### src/rtl/pbg_pkg.sv
package pbg_pkg;

    localparam int unsigned BUS_W      = 32;
    localparam int unsigned OFS_COUNT  = 0;
    localparam int unsigned OFS_STATUS = 4;
    localparam int unsigned DONE_BIT   = 0;

    typedef enum logic [1:0] {
        SEL_COUNT  = 2'd0,
        SEL_STATUS = 2'd1,
        SEL_NONE   = 2'd2
    } reg_sel_e;

    typedef struct packed {
        logic load;     // count register written
        logic clr_req;  // status write with clear bit set
    } bus_ctl_t;

    function automatic reg_sel_e decode_sel(input logic [BUS_W-1:0] ofs);
        reg_sel_e s;
        case (ofs)
            BUS_W'(OFS_COUNT):  s = SEL_COUNT;
            BUS_W'(OFS_STATUS): s = SEL_STATUS;
            default:            s = SEL_NONE;
        endcase
        return s;
    endfunction

endpackage

### src/rtl/pbg_decode.sv
module pbg_decode #(
    parameter int unsigned ADDR_W = 4,
    parameter int unsigned CNT_W  = 16
) (
    input  logic                       bus_wr,
    input  logic [ADDR_W-1:0]          bus_addr,
    input  logic [pbg_pkg::BUS_W-1:0]  bus_wdata,
    output pbg_pkg::reg_sel_e          sel,
    output pbg_pkg::bus_ctl_t          ctl,
    output logic [CNT_W-1:0]           load_val
);
    import pbg_pkg::*;

    logic [BUS_W-1:0] ofs;

    always_comb begin
        ofs         = BUS_W'(bus_addr);
        sel         = decode_sel(ofs);
        ctl.load    = bus_wr && (sel == SEL_COUNT);
        ctl.clr_req = bus_wr && (sel == SEL_STATUS) && bus_wdata[DONE_BIT];
        load_val    = bus_wdata[CNT_W-1:0];
    end

endmodule

### src/rtl/pbg_counter.sv
module pbg_counter #(
    parameter int unsigned CNT_W = 16
) (
    input  logic             clk,
    input  logic             rst,
    input  logic             load,
    input  logic [CNT_W-1:0] load_val,
    output logic [CNT_W-1:0] remaining,
    output logic             pulse,
    output logic             finish
);
    localparam logic [CNT_W-1:0] ONE = CNT_W'(1);

    logic [CNT_W-1:0] rem_q;
    logic             zero_q;   // a zero count was loaded last cycle

    always_ff @(posedge clk) begin
        if (rst) begin
            rem_q  <= '0;
            zero_q <= 1'b0;
        end else if (load) begin
            rem_q  <= load_val;
            zero_q <= (load_val == '0);
        end else begin
            zero_q <= 1'b0;
            if (rem_q != '0) begin
                rem_q <= rem_q - ONE;
            end
        end
    end

    always_comb begin
        remaining = rem_q;
        pulse     = (rem_q != '0);
        finish    = zero_q || (rem_q == ONE);
    end

endmodule

### src/rtl/pbg_status.sv
module pbg_status (
    input  logic clk,
    input  logic rst,
    input  logic load,
    input  logic finish,
    input  logic clr_req,
    output logic done
);
    logic done_q;

    // a count write clears, completion beats a software clear
    always_ff @(posedge clk) begin
        if (rst) begin
            done_q <= 1'b0;
        end else if (load) begin
            done_q <= 1'b0;
        end else if (finish) begin
            done_q <= 1'b1;
        end else if (clr_req) begin
            done_q <= 1'b0;
        end
    end

    assign done = done_q;

endmodule

### src/rtl/pulse_burst_gen.sv
module pulse_burst_gen #(
    parameter int unsigned ADDR_W = 4,
    parameter int unsigned CNT_W  = 16
) (
    input  logic              clk,
    input  logic              rst,
    input  logic              bus_wr,
    input  logic [ADDR_W-1:0] bus_addr,
    input  logic [31:0]       bus_wdata,
    output logic [31:0]       bus_rdata,
    output logic              pulse_en
);
    import pbg_pkg::*;

    reg_sel_e         sel;
    bus_ctl_t         ctl;
    logic [CNT_W-1:0] load_val;
    logic [CNT_W-1:0] rem_q;
    logic             finish;
    logic             done_q;

    pbg_decode #(.ADDR_W(ADDR_W), .CNT_W(CNT_W)) u_decode (
        .bus_wr   (bus_wr),
        .bus_addr (bus_addr),
        .bus_wdata(bus_wdata),
        .sel      (sel),
        .ctl      (ctl),
        .load_val (load_val)
    );

    pbg_counter #(.CNT_W(CNT_W)) u_counter (
        .clk      (clk),
        .rst      (rst),
        .load     (ctl.load),
        .load_val (load_val),
        .remaining(rem_q),
        .pulse    (pulse_en),
        .finish   (finish)
    );

    pbg_status u_status (
        .clk    (clk),
        .rst    (rst),
        .load   (ctl.load),
        .finish (finish),
        .clr_req(ctl.clr_req),
        .done   (done_q)
    );

    always_comb begin
        bus_rdata = '0;
        case (sel)
            SEL_COUNT:  bus_rdata[CNT_W-1:0] = rem_q;
            SEL_STATUS: bus_rdata[DONE_BIT]  = done_q;
            default:    bus_rdata = '0;
        endcase
    end

endmodule

### config.mk
export PLATFORM = sky130hd
export DESIGN_NAME = pulse_burst_gen
export DESIGN_NICKNAME = d
export VERILOG_FILES = /design/src/rtl/pbg_pkg.sv /design/src/rtl/pbg_decode.sv /design/src/rtl/pbg_counter.sv /design/src/rtl/pbg_status.sv /design/src/rtl/pulse_burst_gen.sv
export SDC_FILE = /design/constraint.sdc
export NUM_CORES = 1
export LEC_CHECK = 0
export ABC_AREA = 0
export BUFFER_PORTS_ARGS = -buffer_cell sky130_fd_sc_hd__buf_2
export CORE_MARGIN = 2
export CORE_UTILIZATION = 30
export CTS_CLUSTER_DIAMETER = 80
export DETAILED_ROUTE_END_ITERATION = 8
export PLACE_DENSITY = 0.66
export SLEW_MARGIN = 25
export SYNTH_ARGS = -nofsm -noshare
export SYNTH_HDL_FRONTEND = slang
export SYNTH_SLANG_ARGS = --single-unit
export TNS_END_PERCENT = 30
### constraint.sdc
create_clock -name clk -period 5.6 [get_ports clk]
set_clock_uncertainty 0.15 [all_clocks]
set_input_delay 0.84 -clock clk [delete_from_list [all_inputs] [get_ports clk]]
set_output_delay 0.84 -clock clk [all_outputs]
set_load 0.005 [all_outputs]
==> run metrics <==
status=finished, final reports clean; Final ANT Viol Nets=0; TritonCTS Buffers=3; via count=1144; asr flop ratio synth=0%; endpoints failing hold=0; Peak supply drop=0.1441 mV; Hold Path Class=register to register; Worst setup SP type=register; initial antenna violation count=0; Port Buffers=39; Power, Total=782.6 uW; CTS tree=done; largest net degree at the start of global routing=21; Core Area=4058 um^2; nets=227; # setup viols final=0; Placement Setup Slack=2.876 ns; P&R area growth vs syn=18.72%; share of layout cells above drive strength 1=29.73%; top_reg_cell synth=dfxtp_1; synthesized flop and latch total=18; crit path time final=2.832 ns; yosys warns=0; fillers=434; initial core utilization=31.79%; Non-Filler Instances=235; GPL Wtd Cong=0.7405; crit-path max FO=8; Post-CTS Setup Inserts=0; synthesized area=1290 um^2; CP Capture Type=primary output; Final Max Tran Viols=0; CTS max path bufs=2; CTS Sinks=18; die area=4841 um^2; die span in x=69.58 um; max frequency=353.1 MHz; Worst Tran Pin Value=0.7573 ns; vias per inst=4.868; crit path DAT=1.84 ns; post-CTS sizing=0; DRT iter0 DRCs=35; hold-fix buffers at CTS=0; clock slew seen by the registers of the worst setup and hold paths=0.07 ns; I/O Pins=72; Final Cycle Share=50.57%; GRT overflow=0; hpwl dp=2457 um; n_diodes=0; Pleak=0.0006608 uW; global-route wire length before repair=5106 um; Mapped Cells=146; count of flip-flops with a built-in enable after synthesis=0; r2r setup slk=3.54 ns; post-synthesis cell type count=42; Die Y-Extent=69.58 um; GRT Overall Usage=13.06%; Root Buffer Master=clkbuf_8; Avg Cell Area, Syn=8.836 um^2; TritonRoute pass-1 iters=4; H-tree levels=1; DR DRC count=0; # rows=23; maxcap violations=0; power per cell area=511.0 nW/um^2; relative slew slack=49.09%; RSZ-0062 raised after global routing=no; crit path kind=register to primary output; setup TNS=0 ns; WL/cell=13.27 um; Required @ worst endpoint=4.61 ns; setup ws final=2.768 ns; dpl cells=231; vias in the first global route=1041; Seq/Total Area, Yosys=27.93%; clk_lat worst skew=0.25 ns; overall routed net length=3118 um
==> cells in the mapped netlist, types with 2 or more instances <==
master | number | area (um^2)
a21oi_1 | 3 | 15.01
a32o_1 | 2 | 20.02
and2_1 | 15 | 93.84
buf_2 | 2 | 10.01
buf_4 | 17 | 127.6
dfxtp_1 | 18 | 360.4
ha_1 | 2 | 25.02
inv_1 | 2 | 7.510
nand2_1 | 8 | 30.03
nand3_1 | 8 | 40.04
nand4_1 | 2 | 12.51
nand4b_1 | 2 | 17.52
nor2_1 | 6 | 22.52
nor4_1 | 7 | 43.79
nor4_4 | 3 | 63.81
o21ai_0 | 3 | 15.01
o2bb2ai_1 | 10 | 87.58
o31a_1 | 3 | 26.28
or3_1 | 2 | 12.51
xor2_1 | 9 | 78.83
==> registers in the layout, summed over array words and instances, names as in the netlist <==
signal               cells
u_counter.remaining     16
u_status.done            1
u_counter.zero_q         1
==> power by group <==
part | internal [uW] | total (uW) | switching (uW)
registers | 181 | 267 | 85.8
clock network | 62.5 | 108 | 45.5
logic | 187 | 408 | 221
total | 430 | 783 | 352
==> worst max-delay path, stage by stage, from the launching register on <==
cell,delay [ns]
dfxtp_1,0.38
inv_1,0.08
ha_1,0.18
nor3b_4,0.39
nand2_2,0.12
or2_2,0.31
buf_2,0.12
==> cell type report <==
type / instances / area (um^2) / area share, %
Inverter: 2 / 7.507 / 0.4902
Clock buffer: 4 / 55.05 / 3.595
Timing Repair Buffer: 40 / 202.7 / 13.24
Sequential cell: 18 / 360.3 / 23.53
Tap cell: 50 / 62.56 / 4.085
Multi-Input combinational cell: 121 / 843.3 / 55.07
==> logic make-up after synthesis <==
| group | after synthesis | share of synthesized area [%] |
|---|---|---|
| simple gates | 64 | 33.56 |
| compound gates | 28 | 17.17 |
| buf+inv | 22 | 11.54 |
| flops | 18 | 27.93 |
| xor+xnor | 10 | 6.790 |
| fa+ha+maj | 2 | 1.940 |
| other cells | 1 | 0.2907 |
| mux | 1 | 0.7760 |
==> layer usage <==
metal | part of all wire (%) | wire length [um] | track usage, % | vias up
met3 | 4.8 | 149 | 2.616 | 4
met5 | 0 | 0 | 0 | -
li1 | - | - | - | 578
met2 | 45 | 1395 | 20.41 | 30
met1 | 50 | 1544 | 17.83 | 532
met4 | 0.90 | 28 | 4.575 | 0
==> stage by stage <==
step                      hold slack, ns  util [%]  cell area [um^2]
final                             0.3026     37.74              1531
after global routing              0.3224     37.74              1531
after CTS                         0.3032     37.74              1531
after detailed placement          0.2867     36.39              1476
after global placement            0.2863     36.39              1476
after floorplan                   0.2799         -              1346
==> final timing paths <==
check | from | endpoint | depth (start not counted)
worst min-delay path | u_counter.zero_q | u_status.done | 1
worst min register to register | u_counter.zero_q | u_status.done | 1
worst max-delay path | u_counter.remaining[0] | pulse_en | 6
worst max register to register | u_counter.remaining[0] | u_counter.remaining[15] | 6
==> cell usage in the layout, fill, tap and decap left out, drive strengths merged, types with 3 or more instances in the layout <==
| master | n |
|---|---|
| a21oi | 3 |
| and2 | 15 |
| buf | 40 |
| clkbuf | 4 |
| conb | 16 |
| dfxtp | 18 |
| nand2 | 9 |
| nand3 | 8 |
| nor2 | 7 |
| nor4 | 11 |
| o21ai | 3 |
| o2bb2ai | 10 |
| o31a | 3 |
| xor2 | 9 |
Power figures use the tool's default switching activity.
